**src/rtl/ea_unit.sv**
```systemverilog
module ea_unit #(
  parameter int AW      = 15,
  parameter int DW      = 36,
  parameter int XW      = 9,
  parameter int OPW     = 6,
  parameter int MAX_IND = 4,
  parameter logic [5:0] JS_OP = 6'd31
) (
  input  logic          clk,
  input  logic          rst_n,
  input  logic          start,
  input  logic [AW-1:0] pc_in,
  output logic          mem_req,
  output logic [AW-1:0] mem_addr,
  input  logic          mem_ack,
  input  logic [DW-1:0] mem_rdata,
  output logic          done,
  output logic [AW-1:0] ea,
  output logic [OPW-1:0] opcode,
  output logic [AW-1:0] adder_q,
  output logic          err
);
  localparam int OP_LSB = DW - OPW;
  localparam int IND_B  = OP_LSB - 1;
  localparam int X_LSB  = IND_B - XW;
  localparam int CW     = $clog2(MAX_IND + 1);
  localparam logic [CW-1:0] LIM = CW'(MAX_IND);

  typedef enum logic [1:0] {S_IDLE, S_FETCH, S_IDX, S_IND} st_t;
  st_t state;

  logic [AW-1:0] mar, pc_q, y_q;
  logic          ind_q;
  logic [CW-1:0] ind_cnt;

  wire [OPW-1:0] w_op  = mem_rdata[DW-1:OP_LSB];
  wire           w_ind = mem_rdata[IND_B];
  wire [XW-1:0]  w_x   = mem_rdata[IND_B-1:X_LSB];
  wire [AW-1:0]  w_y   = mem_rdata[AW-1:0];
  logic unused_bits;
  assign unused_bits = ^mem_rdata[X_LSB-1:AW];

  wire [AW:0]   raw  = {1'b0, y_q} + {1'b0, w_y};
  wire [AW-1:0] ring = raw[AW-1:0] + {{(AW-1){1'b0}}, raw[AW]};

  logic          go_idx, res_ind;
  logic [AW-1:0] res_addr;
  wire [OPW-1:0] op_now = (state == S_FETCH) ? w_op : opcode;

  always_comb begin
    go_idx   = 1'b0;
    res_addr = ring;
    res_ind  = ind_q;
    if (state != S_IDX) begin
      go_idx   = (w_x != '0);
      res_addr = w_y;
      res_ind  = w_ind;
    end
  end

  assign mem_req  = (state != S_IDLE);
  assign mem_addr = mar;

  always_ff @(posedge clk) begin
    if (!rst_n) begin
      state <= S_IDLE; mar <= '0; pc_q <= '0; y_q <= '0; ind_q <= 1'b0;
      ind_cnt <= '0; done <= 1'b0; ea <= '0; opcode <= '0; adder_q <= '0; err <= 1'b0;
    end else begin
      done <= 1'b0;
      if (state == S_IDLE) begin
        if (start) begin
          state <= S_FETCH; mar <= pc_in; pc_q <= pc_in;
          ind_cnt <= '0; err <= 1'b0;
        end
      end else if (mem_ack) begin
        if (state == S_FETCH) opcode <= w_op;
        adder_q <= res_addr;
        if (go_idx) begin
          state <= S_IDX; mar <= {{(AW-XW){1'b0}}, w_x};
          y_q <= w_y; ind_q <= w_ind;
        end else if (res_ind && ind_cnt != LIM) begin
          state <= S_IND; mar <= res_addr; ind_cnt <= ind_cnt + CW'(1);
        end else begin
          state <= S_IDLE; done <= 1'b1; ea <= res_addr; err <= res_ind;
          if (op_now == JS_OP) adder_q <= pc_q;
        end
      end
    end
  end

  assert_req_hold_R9: assert property (@(posedge clk) disable iff (!rst_n)
    (mem_req && !mem_ack) |=> (mem_req && $stable(mem_addr)));
  assert_start_fetch_R2: assert property (@(posedge clk) disable iff (!rst_n)
    (state == S_IDLE && start) |=> (mem_req && mem_addr == $past(pc_in)));
  assert_done_pulse_R3: assert property (@(posedge clk) disable iff (!rst_n)
    done |=> !done);
  assert_idle_at_done_R3: assert property (@(posedge clk) disable iff (!rst_n)
    done |-> !mem_req);
  assert_err_at_done_R7: assert property (@(posedge clk) disable iff (!rst_n)
    $rose(err) |-> done);
endmodule

```
**config.mk**
```make
export PLATFORM = sky130hd
export DESIGN_NAME = ea_unit
export DESIGN_NICKNAME = d
export VERILOG_FILES = /design/src/rtl/ea_unit.sv
export SDC_FILE = /design/constraint.sdc
export NUM_CORES = 1
export LEC_CHECK = 0
export BUFFER_PORTS_ARGS = -buffer_cell sky130_fd_sc_hd__buf_2
export CORE_MARGIN = 8
export CORE_UTILIZATION = 50
export CTS_CLUSTER_SIZE = 30
export DETAILED_ROUTE_END_ITERATION = 10
export GPL_TIMING_DRIVEN = 0
export HOLD_SLACK_MARGIN = 0.05
export PLACE_DENSITY = 0.86
export SLEW_MARGIN = 15
export SYNTH_ARGS = -nofsm -noshare
export SYNTH_HDL_FRONTEND = slang
export SYNTH_SLANG_ARGS = --single-unit
```
**constraint.sdc**
```tcl
create_clock -name clk -period 7 [get_ports clk]
set_input_delay 1.4 -clock clk [delete_from_list [all_inputs] [get_ports clk]]
set_output_delay 1.4 -clock clk [all_outputs]
set_load 0.03 [all_outputs]
```
==> out/results.ini <==
[clocking]
clk_pin_slew_ns = 0.09
clock_latency_ns = 0.37
numCtsBuffers = 9
cts_sinks = 89
htreeDepth = 3
clockBufferDepth = 2
post-cts-setup-buffer-count = 0
hold_buffers = 0
cts_root_buf = clkbuf_8
cts_tree = done
ctsResizeCount = 0

[timing]
max_freq_mhz = 191
fin_worst_skew_ns = 0.00624
hold_violations = 0
tightest_slew_ns = 1.16
relSlewSlack_pct = 22.3
setup_ws_ns = 1.77
fin_crit_sh_pct = 74.8
rsz0062_at_grt = no
maxSlewViolCount = 0
min_period_ns = 5.23
tns_ns = 0
finalSetupViolCount = 0

[place]
dp_cells = 871
dp_hpwl_um = 12000
post-place-ws_ns = 1.48
portBuffers = 103
gp_congestion = 0.897

[finish]
nets = 824
layout-drive-gt1-share_pct = 18.2
stdcell_count = 888
area_delta_synth_final_pct = 18.0

[logic_synthesis]
ys_types = 68
synth_top_area_share_pct = 36.7
seq_area_frac_synth_pct = 36.7
ys.flop_type = dfxtp_1
synthArstFlopShare_pct = 0
synth-edff-count = 0
syn_inst = 635
syn_area_um2 = 4860
synth_top_area_cell = dfxtp_1
synth.top_cells.by_area = dfxtp_1 (37%), nand2_1 (10%), a21oi_1 (7.1%)
synth_nets = 710
ys_seq_elements = 89
synthTopCellsByCount = nand2_1 (135), dfxtp_1 (89), a21oi_1 (69)
syn_avg_cell_area_um2 = 7.65
synth_most_common_cell = nand2_1
ys_warn_count = 0

[setup_path]
end_kind = register
cp_common_cell = ha_1
path_class = in -> reg
slowest_stage = or4_4
worstPathCellList = buf_2, ha_1, and3_1, a221o_1, or4_4, o221ai_2, and2b_2, o21ai_0, nand2b_1, ha_1, ha_1, and2_1, nor3b_1, xnor2_1, o21ai_0, nand2_1, a31oi_1, mux2i_1, nor2_1
worst_ep_required_time_ns = 7.31
crit_fanout = 7
cpPeakStageDelay_ns = 0.49
crit_arrival_ns = 5.54
worstSetupStartpointType = primary input

[global_routing]
antenna_found_initial = 0
grt_usage_pct = 23.7
grt_pass1_wl_um = 24700
first_global_vias = 5166
grt_max_degree = 15
gr-total-overflow = 0

[drt]
ant_nets = 0
vias = 5213
wl_met2_um = 7390
viasPerCell = 5.87
drtPass1Iterations = 7
drcViolationCount = 0
wl_met3_um = 1540
met1Wirelength_um = 6230
routed_wl_um = 15600
dr.first_iter.drc_count = 462
wire_per_inst_um = 17.6
routed.top_layer = met4

[die]
dieArea_um2 = 13100
die_y_um = 115
pin_count = 109
core_um2 = 9590
fp.dieW_um = 115
initial_core_util_pct = 50.6
rows = 36

[pwr]
p_seq_share_pct = 45.3
power.density_nw_per_um2 = 214
ir_drop_v = 0.000112
p_sw_mw = 0.417
switching_share_pct = 34.1
leakage_nw = 2.53
power_frac_comb_pct = 25.7
p_int_mw = 0.808
clkPwrFrac_pct = 29.0

[run]
max-cap-violations = 0

[status]
outcome = complete, no violations

[min_path]
hp-class = reg -> reg

-- area by class of cell --
cell class / instances / area (um2)
Fill cell: 870 / 3860
Multi-Input combinational cell: 501 / 2900
Sequential cell: 89 / 1780
Timing Repair Buffer: 103 / 515
Tap cell: 133 / 166
Buffer: 34 / 139
Clock buffer: 11 / 131
Clock inverter: 5 / 56.3
Inverter: 11 / 41.3
Antenna cell: 1 / 2.50
-- flip-flops by register name, indices dropped and copies added (netlist names), 2 cells and up --
register / flops
state: 2
pc_q: 15
opcode: 6
y_q: 15
ea: 15
mem_addr: 15
ind_cnt: 3
adder_q: 15
-- power groups by stage --
stage	Sequential, mW	Combinational (mW)	Clock (mW)
3_5_place_dp	0.567	0.309	0
4_1_cts	0.555	0.310	0.353
2_1_floorplan	0.603	0.177	0
6_report	0.555	0.315	0.355
5_1_grt	0.559	0.344	0.377
3_3_place_gp	0.565	0.300	0
-- cell families after synthesis --
kind of cell,synth area share [%]
and+or+nand+nor,24.7
buffers and inverters,3.71
adders and majority gates,5.31
AOI/OAI and AO/OA,23.0
muxes,3.35
DFF,36.7
xor gates and xnor gates,3.24
-- cell usage in the layout (no fill, tap or decap), types with 10 or more instances in the layout --
master | netlist | layout
nand2_1 | 135 | 135
buf_2 | 3 | 106
dfxtp_1 | 89 | 89
a21oi_1 | 69 | 69
nor2_1 | 65 | 65
clkbuf_1 | 29 | 31
o21ai_0 | 25 | 25
ha_1 | 19 | 19
mux2i_1 | 14 | 14
a211oi_1 | 13 | 13
nor3_1 | 12 | 12
xnor2_1 | 12 | 12
a31oi_1 | 12 | 12
inv_1 | 10 | 10
-- path summary, 6_finish.rpt --
path / depth (start not counted) / start / slack, ns / to
worst min-delay path: 2 / pc_q[9] / 0.46 / pc_q[9]
worst max register to register: 18 / y_q[11] / 2.62 / mem_addr[4]
worst min register to register: 2 / pc_q[9] / 0.46 / pc_q[9]
worst max-delay path: 19 / mem_rdata[11] / 1.77 / mem_addr[4]
-- stage by stage --
step                area, um2  power [mW]  util (%)  hold slack [ns]
floorplan                4860       0.779         -            0.436
global placement         5540       0.864      57.7            0.442
detailed placement       5540       0.875      57.7            0.448
CTS                      5730        1.22      59.7            0.461
global route             5730        1.28      59.7            0.484
finish                   5730        1.23      59.7            0.461
-- metal layers --
| layer | vias up | track usage (%) |
|---|---|---|
| li1 | 2476 | - |
| met1 | 2424 | 26.9 |
| met2 | 270 | 39.9 |
| met3 | 43 | 6.49 |
| met4 | 0 | 11.6 |
| met5 | - | 0 |
-- worst max-delay path, delay by kind of cell --
kind | cells | cell delay, ns
and+or+nand+nor | 8 | 1.64
AOI/OAI and AO/OA | 5 | 1.31
adders and majority gates | 3 | 0.82
buffers and inverters | 1 | 0.13
xor gates and xnor gates | 1 | 0.13
muxes | 1 | 0.11
No activity file was read; power rests on OpenSTA's default activity.
